<file path="config.mk">
export PLATFORM = sky130hd
export DESIGN_NAME = i2c_byte_master
export DESIGN_NICKNAME = d
export VERILOG_FILES = /design/src/rtl/i2cbm_pkg.sv /design/src/rtl/i2cbm_sync.sv /design/src/rtl/i2cbm_engine.sv /design/src/rtl/i2c_byte_master.sv
export SDC_FILE = /design/constraint.sdc
export NUM_CORES = 1
export LEC_CHECK = 0
export CORE_MARGIN = 2
export CORE_UTILIZATION = 44
export CTS_BUF_LIST = sky130_fd_sc_hd__clkbuf_8
export DETAILED_ROUTE_END_ITERATION = 16
export PLACE_DENSITY = 0.79
export SYNTH_ARGS = -nofsm -noshare
export SYNTH_HDL_FRONTEND = slang
export SYNTH_SLANG_ARGS = --single-unit
</file>
<file path="constraint.sdc">
create_clock -name clk -period 2 [get_ports clk]
set_input_delay 0.2 -clock clk [delete_from_list [all_inputs] [get_ports clk]]
set_output_delay 0.2 -clock clk [all_outputs]
set_load 0.1 [all_outputs]
</file>
<file path="src/rtl/i2cbm_pkg.sv">
package i2cbm_pkg;
   // register byte offsets
   localparam int unsigned OFS_CMD  = 'h00;
   localparam int unsigned OFS_STAT = 'h04;
   localparam int unsigned OFS_BRST = 'h10;
   localparam int unsigned OFS_LMON = 'h18;
   // command word bit positions
   localparam int unsigned C_IRQEN = 11;
   localparam int unsigned C_STA   = 10;
   localparam int unsigned C_STO   = 9;
   localparam int unsigned C_NACK  = 8;
   // status word bit positions
   localparam int unsigned S_MST = 14;
   localparam int unsigned S_TX  = 13;
   localparam int unsigned S_STP = 12;
   localparam int unsigned S_LRB = 11;
   localparam int unsigned S_LAB = 9;
   localparam int unsigned S_BBN = 8;

   typedef enum logic [1:0] {OP_BYTE, OP_START, OP_STOP} op_e;

   typedef enum logic [3:0] {
      E_IDLE, E_SETA, E_SETB, E_RPA, E_RPB, E_RPC,
      E_BLO, E_BRISE, E_BHI, E_BFALL, E_PA, E_PB, E_PC, E_PD
   } eng_st_e;

   typedef struct packed {
      logic mst;
      logic tx;
      logic stp;
      logic lrb;
      logic lab;
   } eng_flags_t;
endpackage

</file>
<file path="src/rtl/i2cbm_sync.sv">
module i2cbm_sync #(
   parameter int unsigned WIDTH  = 2,
   parameter int unsigned STAGES = 2
) (
   input  logic             clk,
   input  logic             rst_n,
   input  logic [WIDTH-1:0] d,
   output logic [WIDTH-1:0] q
);
   if (STAGES < 2) begin : g_bad_stages
      $error("i2cbm_sync: STAGES must be at least 2");
   end

   for (genvar i = 0; i < WIDTH; i++) begin : g_bit
      logic [STAGES-1:0] chain;
      always_ff @(posedge clk or negedge rst_n) begin
         if (!rst_n) chain <= '1;
         else        chain <= {chain[STAGES-2:0], d[i]};
      end
      assign q[i] = chain[STAGES-1];
   end
endmodule

</file>
<file path="src/rtl/i2cbm_engine.sv">
module i2cbm_engine
   import i2cbm_pkg::*;
#(
   parameter int unsigned QTR_CYC = 8
) (
   input  logic       clk,
   input  logic       rst_n,
   input  logic       hold,
   input  logic       go,
   input  op_e        op,
   input  logic [7:0] byte_in,
   input  logic       nack_in,
   input  logic       scl_s,
   input  logic       sda_s,
   output logic       busy,
   output logic       done,
   output logic       scl_lo,
   output logic       sda_lo,
   output eng_flags_t flags,
   output logic [7:0] rx_byte
);
   localparam int unsigned CNT_W = (QTR_CYC > 1) ? $clog2(QTR_CYC) : 1;
   localparam logic [CNT_W-1:0] QLAST = CNT_W'(QTR_CYC - 1);

   eng_st_e        st;
   logic [CNT_W-1:0] qcnt;
   logic [3:0]     idx;
   logic [7:0]     shreg;
   logic           nack_q, txph, drv_q, own, tx_q, stp, lrb, lab;
   logic           timed, qtick, drv_now;

   assign timed   = !(st inside {E_IDLE, E_RPB, E_BRISE, E_PB});
   assign qtick   = timed && (qcnt == QLAST);
   assign drv_now = (idx == 4'd8) ? ~nack_q : (txph & ~shreg[7]);
   assign busy    = (st != E_IDLE);
   assign rx_byte = shreg;
   assign flags.mst = own;
   assign flags.tx  = tx_q;
   assign flags.stp = stp;
   assign flags.lrb = lrb;
   assign flags.lab = lab;

   always_comb begin
      scl_lo = 1'b0;
      sda_lo = 1'b0;
      case (st)
         E_IDLE:          scl_lo = own;
         E_SETA:          sda_lo = 1'b1;
         E_SETB, E_PA:    begin scl_lo = 1'b1; sda_lo = 1'b1; end
         E_RPA:           scl_lo = 1'b1;
         E_BLO:           begin scl_lo = 1'b1; sda_lo = drv_now; end
         E_BRISE, E_BHI:  sda_lo = drv_q;
         E_BFALL:         begin scl_lo = 1'b1; sda_lo = drv_q; end
         E_PB, E_PC:      sda_lo = 1'b1;
         default:         ;
      endcase
   end

   always_ff @(posedge clk or negedge rst_n) begin
      if (!rst_n) begin
         st <= E_IDLE; qcnt <= '0; idx <= '0; shreg <= '0; nack_q <= 1'b1;
         txph <= 1'b0; drv_q <= 1'b0; own <= 1'b0; tx_q <= 1'b0;
         stp <= 1'b0; lrb <= 1'b0; lab <= 1'b0; done <= 1'b0;
      end else if (hold) begin
         st <= E_IDLE; qcnt <= '0; own <= 1'b0; done <= 1'b0;
      end else begin
         done <= 1'b0;
         qcnt <= (timed && !qtick) ? qcnt + 1'b1 : '0;
         if (st == E_BLO) drv_q <= drv_now;
         case (st)
            E_IDLE: if (go) begin
               idx <= '0;
               case (op)
                  OP_START: begin
                     shreg <= byte_in; nack_q <= 1'b1; txph <= 1'b1;
                     tx_q <= ~byte_in[0]; stp <= 1'b0; lab <= 1'b0;
                     own <= 1'b1;
                     st  <= own ? E_RPA : E_SETA;
                  end
                  OP_STOP: st <= E_PA;
                  default: begin
                     shreg <= byte_in; nack_q <= nack_in; txph <= tx_q;
                     st <= E_BLO;
                  end
               endcase
            end
            E_SETA:  if (qtick) st <= E_SETB;
            E_SETB:  if (qtick) st <= E_BLO;
            E_RPA:   if (qtick) st <= E_RPB;
            E_RPB:   if (scl_s) st <= E_RPC;
            E_RPC:   if (qtick) st <= E_SETA;
            E_BLO:   if (qtick) st <= E_BRISE;
            E_BRISE: if (scl_s) st <= E_BHI;
            E_BHI: if (qtick) begin
               if (idx == 4'd8) begin
                  lrb <= sda_s;
                  st  <= E_BFALL;
               end else if (txph && shreg[7] && !sda_s) begin
                  lab <= 1'b1; own <= 1'b0; done <= 1'b1; st <= E_IDLE;
               end else begin
                  shreg <= {shreg[6:0], sda_s};
                  st    <= E_BFALL;
               end
            end
            E_BFALL: if (qtick) begin
               if (idx == 4'd8) begin
                  done <= 1'b1; st <= E_IDLE;
               end else begin
                  idx <= idx + 4'd1; st <= E_BLO;
               end
            end
            E_PA: if (qtick) st <= E_PB;
            E_PB: if (scl_s) st <= E_PC;
            E_PC: if (qtick) st <= E_PD;
            E_PD: if (qtick) begin
               own <= 1'b0; stp <= 1'b1; done <= 1'b1; st <= E_IDLE;
            end
            default: st <= E_IDLE;
         endcase
      end
   end
endmodule

</file>
<file path="src/rtl/i2c_byte_master.sv">
module i2c_byte_master
   import i2cbm_pkg::*;
#(
   parameter int unsigned ADDR_W      = 5,
   parameter int unsigned DATA_W      = 32,
   parameter int unsigned QTR_CYC     = 8,
   parameter int unsigned SYNC_STAGES = 2
) (
   input  logic              clk,
   input  logic              rst_n,
   input  logic              reg_wr,
   input  logic [ADDR_W-1:0] reg_addr,
   input  logic [DATA_W-1:0] reg_wdata,
   output logic [DATA_W-1:0] reg_rdata,
   output logic              irq,
   input  logic              scl_i,
   input  logic              sda_i,
   output logic              scl_oe,
   output logic              sda_oe
);
   if (DATA_W < 16) begin : g_bad_data
      $error("i2c_byte_master: DATA_W must be at least 16");
   end
   if (ADDR_W < 5) begin : g_bad_addr
      $error("i2c_byte_master: ADDR_W must reach offset 0x18");
   end
   if (QTR_CYC < 4) begin : g_bad_qtr
      $error("i2c_byte_master: QTR_CYC must exceed synchronizer latency");
   end

   logic       scl_s, sda_s;
   logic       run_q, scl_rel_q, irqen_q;
   logic       eng_busy, eng_done, scl_lo, sda_lo, accept;
   logic [7:0] rx_byte;
   eng_flags_t eng_flags;
   op_e        op_sel;
   logic       unused_wbits;

   assign unused_wbits = ^reg_wdata[DATA_W-1:12];

   i2cbm_sync #(.WIDTH(2), .STAGES(SYNC_STAGES)) u_sync (
      .clk(clk), .rst_n(rst_n), .d({sda_i, scl_i}), .q({sda_s, scl_s})
   );

   assign accept = reg_wr && (reg_addr == ADDR_W'(OFS_CMD)) && run_q && !eng_busy;
   assign op_sel = reg_wdata[C_STA] ? OP_START :
                   reg_wdata[C_STO] ? OP_STOP  : OP_BYTE;

   i2cbm_engine #(.QTR_CYC(QTR_CYC)) u_eng (
      .clk(clk), .rst_n(rst_n), .hold(!run_q), .go(accept), .op(op_sel),
      .byte_in(reg_wdata[7:0]), .nack_in(reg_wdata[C_NACK]),
      .scl_s(scl_s), .sda_s(sda_s), .busy(eng_busy), .done(eng_done),
      .scl_lo(scl_lo), .sda_lo(sda_lo), .flags(eng_flags), .rx_byte(rx_byte)
   );

   always_ff @(posedge clk or negedge rst_n) begin
      if (!rst_n) begin
         run_q <= 1'b1; scl_rel_q <= 1'b1; irqen_q <= 1'b0;
         irq <= 1'b0; scl_oe <= 1'b0; sda_oe <= 1'b0;
      end else begin
         if (reg_wr && (reg_addr == ADDR_W'(OFS_BRST))) begin
            run_q     <= reg_wdata[1];
            scl_rel_q <= reg_wdata[0];
         end
         if (accept) irqen_q <= reg_wdata[C_IRQEN];
         irq    <= eng_done && irqen_q;
         scl_oe <= run_q ? scl_lo : !scl_rel_q;
         sda_oe <= run_q && sda_lo;
      end
   end

   always_comb begin
      reg_rdata = '0;
      case (reg_addr)
         ADDR_W'(OFS_STAT): begin
            reg_rdata[S_MST] = eng_flags.mst;
            reg_rdata[S_TX]  = eng_flags.tx;
            reg_rdata[S_STP] = eng_flags.stp;
            reg_rdata[S_LRB] = eng_flags.lrb;
            reg_rdata[S_LAB] = eng_flags.lab;
            reg_rdata[S_BBN] = !eng_busy && !eng_flags.mst && scl_s && sda_s;
            reg_rdata[7:0]   = rx_byte;
         end
         ADDR_W'(OFS_BRST): reg_rdata[1:0] = {run_q, scl_rel_q};
         ADDR_W'(OFS_LMON): reg_rdata[1:0] = {sda_s, scl_s};
         default: ;
      endcase
   end
endmodule

</file>
=== Word level (Yosys, flattened, before mapping) ===
Cells that the tools add are included.

* $add $sub $neg: 2
* Equal/unequal tests: 48
* Muxes and demuxes: 68
* Bitwise logic cells: 5
* Reductions and logical operators: 39

{| class="wikitable"
|+ Operator list
! operator !! number
|-
| 4-bit 2-to-1 mux || 21
|-
| 4-bit case mux with 14 select lines || 1
|-
| 8-bit 2-to-1 mux || 6
|-
| 3-bit by 2-bit inequality test with 1-bit output (second input constant) || 11
|-
| 4-bit == test (second input constant) || 7
|-
| 1-bit 2-to-1 mux || 22
|-
| 7-bit AND reduction || 3
|-
| 3-bit inequality test (second input constant) || 6
|-
| 4-bit by 3-bit == test with 1-bit output (second input constant) || 4
|-
| 4-bit case mux with 2 select lines || 2
|-
| 8-bit case mux with 2 select lines || 1
|-
| 14-bit AND reduction || 1
|-
| 1-bit logical AND || 13
|-
| 2-bit inequality test (second input constant) || 6
|-
| 4-bit AND reduction || 3
|-
| 5-bit == test (second input constant) || 2
|-
| 1-bit case mux with 2 select lines || 5
|-
| 5-bit AND reduction || 2
|-
| 5-bit OR reduction || 2
|-
| 3-bit 2-to-1 mux || 3
|-
| 1-bit case mux with 3 select lines || 3
|-
| 4-bit by 2-bit == test with 1-bit output (second input constant) || 2
|-
| 2-bit by 1-bit inequality test with 1-bit output (second input constant) || 4
|-
| 4-bit nonzero test || 2
|-
| 18 further kinds || 30
|}

* Register bits: 38
* Input bits: 42
* Output and inout bits: 35
* Word-level logic and storage cells: 183

=== Depth between registers and ports, before layout ===
Gate-level depths: netlist of run 1.

* Word-level depth: 8
* Depth in mapped cells: 7

=== Hierarchy ===
Synthesis of run 1 repeated with hierarchy kept, for this count alone.

* Cell total of the unflattened synthesis: 268
* Area, all modules: 2638.8 um^2

{| class="wikitable"
|+ Modules (own cells, without submodules)
! module !! instances !! cells an instance !! area an instance (um^2)
|-
| i2cbm_engine || 1 || 203 || 1969.4
|-
| i2c_byte_master || 1 || 59 || 549.3
|-
| i2cbm_sync || 1 || 6 || 120.1
|}

=== Worst setup path before layout of run 1 ===
OpenSTA, ideal clock, no wires.

* Kind: input to output
* Start: in reg_addr[1]
* End: out reg_rdata[8]
* Arrival time: 3.924 ns
* Path slack: -2.124 ns
* Stages: 4
* Path through: or3_4 > nor3b_1 > inv_1 > nor4_1

* Word-level cells in the longest chain between the ends: 2

{| class="wikitable"
|+ RTL lines
! element !! line !! RTL
|-
| from (decl) || i2c_byte_master.sv:12 || <nowiki>input logic [ADDR_W-1:0] reg_addr,</nowiki>
|-
| 5-bit by 3-bit == test with 1-bit output || i2c_byte_master.sv:74 || <nowiki>case (reg_addr)</nowiki>
|-
| 8-bit 2-to-1 mux || i2c_byte_master.sv:74 ||
|-
| to (decl) || i2c_byte_master.sv:14 || <nowiki>output logic [DATA_W-1:0] reg_rdata,</nowiki>
|}

No other way between the ends.

=== Final worst setup path of run 1 ===
* Start: reg u_eng.st[0]
* End: out reg_rdata[8]

* Word-level cells in the longest chain between the ends: 6

{| class="wikitable"
|+ RTL lines
! element !! line !! RTL
|-
| from (decl) || i2cbm_engine.sv:25 || <nowiki>eng_st_e st;</nowiki>
|-
| from (signal assigned) || i2cbm_engine.sv:78 || <nowiki>st <= own ? E_RPA : E_SETA;</nowiki>
|-
| 4-bit nonzero test || i2cbm_engine.sv:35 || <nowiki>assign busy = (st != E_IDLE);</nowiki>
|-
| 1-bit logical NOT || i2c_byte_master.sv:81 || <nowiki>reg_rdata[S_BBN] = !eng_busy && !eng_flags.mst && scl_s && sda_s;</nowiki>
|-
| 1-bit logical AND (3 in a row) || i2c_byte_master.sv:81 ||
|-
| 8-bit 2-to-1 mux || i2c_byte_master.sv:74 ||
|}

No other way between the ends.

==> results.sh, run 1 <==
export IMPL_status="finished, violations left"
export IMPL_violations="negative setup slack"
export IMPL_synth_edff_count=0
export IMPL_grt_overflow_total=0
export IMPL_nFillCells=425
export IMPL_drive_above_1_share=0.3431
export IMPL_hold_violations=0
export IMPL_grt_use_met2=0.3436
export IMPL_async_flop_share=1.000
export IMPL_cp_end_kind="output pin"
export IMPL_clock_sinks=38
export IMPL_synth_top_cell_area_share=0.3149
export IMPL_final_nets=386
export IMPL_dp_hpwl_um=4626
export IMPL_timing_rr_start="u_eng.st[0]"
export IMPL_die_area_sq_mm=0.006213
export IMPL_ys_seq_area_frac=0.3895
export IMPL_antenna_found_initial=0
export IMPL_final_setup_tns_ns=-0.08557
export IMPL_synthCells=268
export IMPL_cts_hold_buffers=0
export IMPL_num_vias=2250
export IMPL_syn_mean_instance_area_sq_um=9.193
export IMPL_power_leakage_nw=1.613
export IMPL_multiInputGateArea_sq_mm=0.001440
export IMPL_synth_warnings=0
export IMPL_grt_pass1_vias=2145
export IMPL_start_util=0.4502
export IMPL_grtUsageMet1=0.2821
export IMPL_rsz0062_at_grt="true"
export IMPL_grt_total_usage=0.2104
export IMPL_core_area_sq_mm=0.005473
export IMPL_yosysMostFrequentCell="nand2_1"
export IMPL_setup_viol=7
export IMPL_relSlewSlack=0.4339
export IMPL_cts_tree="built"
export IMPL_max_stage_delay_ns=0.60
export IMPL_critical_path_class="reg2out"
export IMPL_ys_ff_latch=38
export IMPL_finClkSkew_ns=0.004720
export IMPL_port_buffers=38
export IMPL_syn_cell_area_sq_mm=0.002464
export IMPL_p_per_area_mw_per_mm2=722.6
export IMPL_synth_area_leaders="dfrtp_1 31%, dfstp_2 7.5%, nand2_1 5.8%, buf_4 5.5%, mux2_4 4.9%"
export IMPL_fin_ws_ns=-0.02923
export IMPL_critPathArrivalTime_ns=1.83
export IMPL_dr_first_iter_drc_count=139
export IMPL_total_power_mw=2.525
export IMPL_cts_max_level=2
export IMPL_fp_dieH_um=78.83
export IMPL_cp_startpoint="u_eng.st[0]"
export IMPL_critPathSlowestCell="or4_4"
export IMPL_grt_busiest_layer="met2"
export IMPL_max_freq_mhz=492.8
export IMPL_ir_drop_mv=0.8635
export IMPL_synth_largest_area_cell="dfrtp_1"
export IMPL_fin_crit_ns=2.029
export IMPL_worst_ep_required_time_ns=1.80
export IMPL_grt_max_degree=39
export IMPL_maxCapViolCount=0
export IMPL_rows=27
export IMPL_synth_ff_type="dfrtp_1"
export IMPL_min_period_over_period=1.015
export IMPL_drtAntennaViolNets=0
export IMPL_regArea_sq_um=959.7
export IMPL_yosys_top_cells_count="38 x nand2_1, 31 x dfrtp_1, 18 x buf_4, 18 x nor2_1, 13 x a21oi_1"
export IMPL_grt_pass1_wl_um=10230
export IMPL_clk_latency_ns=0.29
export IMPL_worst_path_max_fanout=5
export IMPL_synth_cell_types=60
export IMPL_viasPerCell=5.448
export IMPL_drt_total_wl_um=6565
export IMPL_place_congestion=0.9303
export IMPL_firstDrtPassIters=4
export IMPL_cts_clk_slew_worst_paths_ns=0.08
export IMPL_wire_per_inst_um=15.90
export IMPL_start_kind="flop"
export IMPL_drv_slew=0
export IMPL_drc_errors=0
export IMPL_antenna_cells=0
export IMPL_place_ws_ns=-0.2920
export IMPL_worst_slew_pin_slew_ns=0.8491
export IMPL_clk_path_buf_depth=2
export IMPL_die_w_um=78.83
export IMPL_cts_root_buf="clkbuf_8"
export IMPL_io_pins=77
export IMPL_area_growth_syn_to_layout_pct=41.85
export IMPL_placed_area_sq_mm=0.003256
export IMPL_hold_class="in2async"
export IMPL_grt_use_met3=0.03295
export IMPL_cts_buffers=5
export IMPL_path_cells="or4_4 -> buf_6 -> nor4_4 -> buf_12"
export IMPL_fin_area_sq_mm=0.003495
per-stage QoR:
step,instances,util,hold slack (ns)
3_5_place_dp,401,0.5949,0.3469
6_report,413,0.6385,0.01066
4_1_cts,410,0.6287,0.03524
3_3_place_gp,401,0.5949,0.3386
2_1_floorplan,285,-,-0.09559
5_1_grt,413,0.6385,0.08594
flip-flops by register name, summed over array words and instances, names as in the netlist, 3 cells and up:
signal and flops:
u_sync.g_bit.chain 4, u_eng.qcnt 3, u_eng.idx 4, u_eng.rx_byte 8, u_eng.st 4
area by class of cell:
class / count / share of cell area
clock buffer: 6 / 0.02363
clock inverter: 2 / 0.01719
inverter: 9 / 0.009667
multi-input combinational: 209 / 0.4121
sequential: 38 / 0.2746
tap: 72 / 0.02578
timing repair buffer: 77 / 0.2370
path summary, 6_finish.rpt:
| kind | end | slack [ns] | depth (start not counted) |
|---|---|---|---|
| setup / recovery | reg_rdata[8] | -0.03 | 4 |
| hold / removal | u_eng.rx_byte[3] | 0.01 | 1 |
| setup reg to reg | u_eng.tx_q | -0.02 | 5 |
| hold reg to reg | u_sync.g_bit[0].chain[1] | 0.36 | 0 |
| max in group asynchronous | u_eng.lab | 1.45 | 1 |
| min in group clk | u_sync.g_bit[1].chain[0] | 0.31 | 1 |
layer usage:
metal,vias to the layer above,share of wire
met4,0,0.016
met5,-,0
met2,78,0.49
met1,1100,0.44
li1,1057,-
met3,15,0.050
cell usage in the layout, fill, tap and decap left out, drive strengths merged, types with 3 or more instances in the layout:
master,synthesis,layout
nand2b,3,3
inv,8,8
a211oi,4,4
o21ai,11,11
conb,1,18
and3,4,4
dfrtp,31,31
nor2b,5,5
mux2i,6,6
nor2,19,19
nor3,10,10
and2,14,14
nand3b,3,3
ha,4,4
nand2,38,38
a21oi,13,13
clkbuf,8,6
clkdlybuf4s50,0,17
nand3,5,5
buf,21,57
dfstp,7,7
mux2,13,13
nand4,3,3
cell families (layout without fill, tap and decap cells):
kind of cell | Yosys count | after routing | share of synthesized area
compound gates | 50 | 50 | 0.1442
other cells | 1 | 18 | 0.001522
fa+ha+maj | 5 | 5 | 0.02438
xor+xnor | 1 | 1 | 0.003556
simple gates | 116 | 116 | 0.2539
buf+inv | 38 | 94 | 0.08684
mux | 19 | 19 | 0.09599
flops | 38 | 38 | 0.3895
critical path: cells and delay by family, from the launching register on:
family	cells	cell delay [ns]
buffers and inverters	2	0.36
DFF	1	0.39
and+or+nand+nor	2	0.78
timing repair:
action	CTS	global route
setup endpoints to repair	22	36
pin swaps	7	6
setup buffers	1	2
gates cloned	0	1
gates resized for setup	10	10
report_power, final:
part	switching [mW]	internal, mW
logic	0.545	0.303
registers	0.0469	0.831
clock network	0.267	0.532
total	0.859	1.67
Power figures use the tool's default switching activity.
==> inputs of run 2 (changes only) <==
--- a/config.mk
+++ b/config.mk
@@ -5,11 +5,14 @@
 export SDC_FILE = /design/constraint.sdc
 export NUM_CORES = 1
 export LEC_CHECK = 0
+export ABC_CLOCK_PERIOD_IN_PS = 2000
 export CORE_MARGIN = 2
-export CORE_UTILIZATION = 44
+export CORE_UTILIZATION = 55
 export CTS_BUF_LIST = sky130_fd_sc_hd__clkbuf_8
 export DETAILED_ROUTE_END_ITERATION = 16
-export PLACE_DENSITY = 0.79
+export DONT_BUFFER_PORTS = 1
+export PLACE_DENSITY = 0.73
 export SYNTH_ARGS = -nofsm -noshare
 export SYNTH_HDL_FRONTEND = slang
 export SYNTH_SLANG_ARGS = --single-unit
+export TNS_END_PERCENT = 10
==> results.sh, run 2 (synthesis gave the netlist of run 1 again) <==
export IMPL_grt_max_degree=39
export IMPL_clock_sinks=38
export IMPL_worst_ep_required_time_ns=1.80
export IMPL_hold_violations=0
export IMPL_max_freq_mhz=486.5
export IMPL_antenna_cells=0
export IMPL_place_ws_ns=-0.06617
export IMPL_clk_latency_ns=0.29
export IMPL_core_area_sq_mm=0.004324
export IMPL_grt_use_met3=0.05413
export IMPL_min_period_over_period=1.028
export IMPL_antenna_found_initial=0
export IMPL_drt_total_wl_um=5895
export IMPL_cts_clk_slew_worst_paths_ns=0.08
export IMPL_final_cell_mix="36 x nand2_1, 31 x dfrtp_1, 26 x buf_4, 18 x conb_1, 17 x buf_12"
export IMPL_io_pins=77
export IMPL_total_power_mw=2.203
export IMPL_cts_max_level=2
export IMPL_comb_power_share=0.363
export IMPL_grtUsageMet1=0.3130
export IMPL_setup_viol=9
export IMPL_violations="negative setup slack"
export IMPL_start_util=0.5697
export IMPL_grt_use_met2=0.3894
export IMPL_p_sw_frac=0.3905
export IMPL_grt_total_usage=0.2407
export IMPL_largest_reg_flops=8
export IMPL_firstDrtPassIters=4
export IMPL_drc_errors=0
export IMPL_wire_per_inst_um=16.20
export IMPL_place_congestion=0.8903
export IMPL_cp_end_kind="output pin"
export IMPL_die_w_um=70.93
export IMPL_num_vias=2142
export IMPL_dp_hpwl_um=4269
export IMPL_power_internal_mw=1.343
export IMPL_status="finished, violations left"
export IMPL_viasPerCell=5.885
export IMPL_port_buffers=0
export IMPL_hold_class="in2reg"
export IMPL_maxCapViolCount=0
export IMPL_clkPwrFrac=0.242
export IMPL_grt_overflow_total=0
export IMPL_drtAntennaViolNets=0
export IMPL_die_area_sq_mm=0.005030
export IMPL_drive_above_1_share=0.3077
export IMPL_area_growth_syn_to_layout_pct=28.29
export IMPL_nFillCells=300
export IMPL_critical_path_class="reg2out"
export IMPL_critPathArrivalTime_ns=1.86
export IMPL_grt_pass1_wl_um=9535
export IMPL_rows=24
export IMPL_cts_buffers=5
export IMPL_drv_slew=0
export IMPL_power_leakage_nw=1.440
export IMPL_utilization=0.7309
export IMPL_final_common_cell="nand2_1"
export IMPL_grt_busiest_layer="met2"
export IMPL_grt_pass1_vias=2021
export IMPL_p_seq_frac=0.394
export IMPL_dr_first_iter_drc_count=125
export IMPL_fin_crit_ns=2.055
export IMPL_cts_tree="built"
export IMPL_switching_power_mw=0.8602
export IMPL_cts_root_buf="clkbuf_8"
export IMPL_start_kind="flop"
export IMPL_fin_ws_ns=-0.05549
export IMPL_ir_drop_mv=0.5149
export IMPL_worst_path_max_fanout=4
export IMPL_rsz0062_at_grt="true"
export IMPL_finClkSkew_ns=0.003241
export IMPL_fp_dieH_um=70.93
export IMPL_final_nets=357
export IMPL_clk_path_buf_depth=2
export IMPL_p_per_area_mw_per_mm2=697.1
==> run 2: changes by cell type in the layout (fill, tap and decap cells not counted), moves of 4 or more <==
cell,delta
clkdlybuf4s50_1,-17
buf_4,-12
and2_1,+9
and2_2,-8
dlygate4sd3_1,+4
==> run 2: metrics by stage <==
step	instances	hold slack (ns)	TNS, ns	instance area [sq um]
3_5_place_dp	349	-0.09497	-0.2237	2933
6_report	364	0.02831	-0.2611	3161
5_1_grt	364	0.02107	-0.6424	3161
2_1_floorplan	285	-0.09559	-1.944	2549
4_1_cts	362	0.02104	-0.06441	3108
3_3_place_gp	349	-0.09491	-0.03521	2933
==> run 2: timing repair <==
item,in CTS,in global routing
pin swaps,5,3
endpoints found under the setup margin,14,16
hold buffers,5,0
gates resized for setup,6,6
endpoints found under the hold margin,41,0
buffers inserted,0,2
==> run 2: area by class of cell <==
| type | count | area (sq um) | share of cell area |
|---|---|---|---|
| flip-flops and latches | 38 | 959.7 | 0.3036 |
| inverters | 9 | 33.78 | 0.01069 |
| repair buffers | 48 | 586.8 | 0.1857 |
| multi-input cells | 209 | 1425 | 0.4509 |
| well taps | 52 | 65.06 | 0.02059 |
| clock inverters | 3 | 21.27 | 0.006730 |
| clock buffers | 5 | 68.82 | 0.02177 |
==> run 2: routing by layer <==
layer	routed length, um	share of wire	vias up
met5	0	0	-
met3	418	0.071	13
met2	2921	0.50	107
met4	104	0.018	0
li1	-	-	995
met1	2449	0.42	1027
==> run 2: path summary, 6_finish.rpt <==
kind                                           from                  endpoint  slack [ns]  cells past startpoint
max in group asynchronous                     rst_n              u_eng.nack_q        1.39                      2
min in group asynchronous                     rst_n               u_eng.drv_q        0.34                      2
setup reg to reg                        u_eng.st[1]          u_eng.rx_byte[4]       -0.03                      7
hold / removal                        reg_wdata[10]                u_eng.txph        0.03                      1
hold reg to reg            u_sync.g_bit[1].chain[0]  u_sync.g_bit[1].chain[1]        0.36                      0
setup / recovery                        u_eng.st[1]              reg_rdata[8]       -0.06                      4
==> run 2: critical path, stage by stage, from the launching register on <==
cell,delay [ns]
dfrtp_1,0.39
or4_4,0.58
buf_6,0.15
nor4_4,0.22
buf_12,0.22
==> run 2: power groups by stage <==
stage	clock, mW	combinational (mW)	sequential [mW]
final	0.534	0.800	0.869
after global routing	0.568	0.843	0.874
after CTS	0.548	0.758	0.868
after detailed placement	0	0.713	0.882
after global placement	0	0.699	0.879
after floorplan	0	0.512	0.932
==> inputs of run 3 (changes only) <==
--- a/config.mk
+++ b/config.mk
@@ -11,7 +11,7 @@
 export CTS_BUF_LIST = sky130_fd_sc_hd__clkbuf_8
 export DETAILED_ROUTE_END_ITERATION = 16
 export DONT_BUFFER_PORTS = 1
-export PLACE_DENSITY = 0.73
+export PLACE_DENSITY = 0.8
 export SYNTH_ARGS = -nofsm -noshare
 export SYNTH_HDL_FRONTEND = slang
 export SYNTH_SLANG_ARGS = --single-unit
==> results.sh, run 3 (synthesis gave the netlist of run 1 again) <==
export IMPL_place_congestion=0.9030
export IMPL_antenna_cells=0
export IMPL_maxCapViolCount=0
export IMPL_final_cell_mix="37 x nand2_1, 31 x dfrtp_1, 24 x buf_4, 18 x conb_1"
export IMPL_worst_path_max_fanout=4
export IMPL_grt_total_usage=0.2517
export IMPL_wire_per_inst_um=16.68
export IMPL_path_cells="or4_4 -> buf_6 -> nor4_4 -> buf_12"
export IMPL_status="finished, violations left"
export IMPL_die_area_sq_mm=0.005030
export IMPL_firstDrtPassIters=4
export IMPL_clkPwrFrac=0.228
export IMPL_cts_root_buf="clkbuf_8"
export IMPL_num_vias=2137
export IMPL_drt_total_wl_um=6003
export IMPL_die_w_um=70.93
export IMPL_utilization=0.7216
export IMPL_grt_max_degree=39
export IMPL_viasPerCell=5.936
export IMPL_drive_above_1_share=0.2987
export IMPL_start_kind="flop"
export IMPL_nFillCells=284
export IMPL_cts_clk_slew_worst_paths_ns=0.07
export IMPL_drc_errors=0
export IMPL_worst_ep_required_time_ns=1.80
export IMPL_switching_power_mw=0.8236
export IMPL_max_freq_mhz=491.7
export IMPL_power_internal_mw=1.315
export IMPL_critPathSlowestCell="or4_4"
export IMPL_hold_violations=0
export IMPL_final_common_cell="nand2_1"
export IMPL_antenna_found_initial=0
export IMPL_cts_buffers=5
export IMPL_drv_slew=0
export IMPL_fin_crit_ns=2.034
export IMPL_p_seq_frac=0.407
export IMPL_p_sw_frac=0.3850
export IMPL_core_area_sq_mm=0.004324
export IMPL_cp_end_kind="output pin"
export IMPL_critical_path_class="reg2out"
export IMPL_relSlewSlack=0.5859
export IMPL_port_buffers=0
export IMPL_final_nets=353
export IMPL_clock_sinks=38
export IMPL_violations="negative setup slack"
export IMPL_start_util=0.5697
export IMPL_dp_hpwl_um=4396
export IMPL_hold_class="in2reg"
export IMPL_p_per_area_mw_per_mm2=685.4
export IMPL_grt_pass1_wl_um=9929
export IMPL_io_pins=77
export IMPL_place_ws_ns=-0.05884
export IMPL_clk_latency_ns=0.29
export IMPL_clk_path_buf_depth=2
export IMPL_min_period_over_period=1.017
export IMPL_max_stage_delay_ns=0.59
export IMPL_rsz0062_at_grt="true"
export IMPL_finClkSkew_ns=0.007294
export IMPL_cts_max_level=2
export IMPL_cts_tree="built"
export IMPL_worst_path_buf_inv=2
export IMPL_grt_pass1_vias=2063
export IMPL_crit_family="simple AND/OR/NAND/NOR gates"
export IMPL_fp_dieH_um=70.93
export IMPL_comb_power_share=0.365
export IMPL_worst_slew_pin_slew_ns=0.6205
export IMPL_critPathArrivalTime_ns=1.83
export IMPL_largest_reg_flops=8
export IMPL_grt_overflow_total=0
export IMPL_setup_viol=2
export IMPL_dr_first_iter_drc_count=120
export IMPL_area_growth_syn_to_layout_pct=26.66
export IMPL_rows=24
export IMPL_drtAntennaViolNets=0
export IMPL_fin_ws_ns=-0.03364
export IMPL_power_leakage_nw=1.420
export IMPL_ir_drop_mv=0.6478
-- run 3: layout make-up --
cell class	instances	area, sq um	share of cell area
Multi-Input combinational cell	209	1440	0.4615
Sequential cell	38	959.7	0.3075
Timing Repair Buffer	44	541.8	0.1736
Clock buffer	5	68.82	0.02205
Tap cell	52	65.06	0.02085
Inverter	9	33.78	0.01083
Clock inverter	3	11.26	0.003609
-- run 3: final timing paths --
path | startpoint | end | slack, ns | cells after the start
setup / recovery | u_eng.st[1] | reg_rdata[8] | -0.03 | 4
hold / removal | reg_wdata[0] | u_eng.tx_q | 0.02 | 1
setup reg to reg | u_eng.st[1] | u_eng.tx_q | -0.02 | 5
hold reg to reg | u_sync.g_bit[1].chain[0] | u_sync.g_bit[1].chain[1] | 0.36 | 0
max in group asynchronous | rst_n | u_eng.nack_q | 1.34 | 2
min in group asynchronous | rst_n | u_eng.idx[2] | 0.40 | 2
-- run 3: repair_timing --
item | CTS | global route
resized for setup | 6 | 10
endpoints found under the setup margin | 14 | 19
hold endpoints to repair | 40 | 0
setup buffers | 0 | 1
pin swaps | 4 | 4
hold buffers | 4 | 0
-- run 3: worst register-to-register path, cell delays in order (launching register included) --
cell and delay (ns):
dfrtp_1 0.38, or4_4 0.59, or3_4 0.38, nor2_4 0.17, and3_4 0.21, mux2i_1 0.21
-- run 3: layer usage --
metal | vias to the layer above | part of all wire | GRT usage
li1 | 980 | - | -
met1 | 1051 | 0.40 | 0.3180
met2 | 89 | 0.51 | 0.4206
met3 | 17 | 0.065 | 0.05556
met4 | 0 | 0.022 | 0.1006
met5 | - | 0 | 0
-- run 3: power by group through the flow --
| stage | logic [mW] | clock network, mW | registers (mW) |
|---|---|---|---|
| 6_report | 0.781 | 0.488 | 0.870 |
| 5_1_grt | 0.832 | 0.542 | 0.874 |
| 4_1_cts | 0.757 | 0.502 | 0.868 |
| 3_5_place_dp | 0.711 | 0 | 0.881 |
| 3_3_place_gp | 0.698 | 0 | 0.878 |
| 2_1_floorplan | 0.512 | 0 | 0.932 |
-- run 3: stage by stage --
stage	hold WS (ns)	TNS, ns	area [sq um]	instances	power [mW]
final	0.01985	-0.05134	3120	360	2.139
after global routing	0.01021	-0.8611	3120	360	2.248
after CTS	0.01535	-0.04950	3073	359	2.127
after detailed placement	-0.09454	-0.4979	2918	347	1.592
after global placement	-0.09480	-0.03874	2918	347	1.576
after floorplan	-0.09559	-1.944	2549	285	1.444
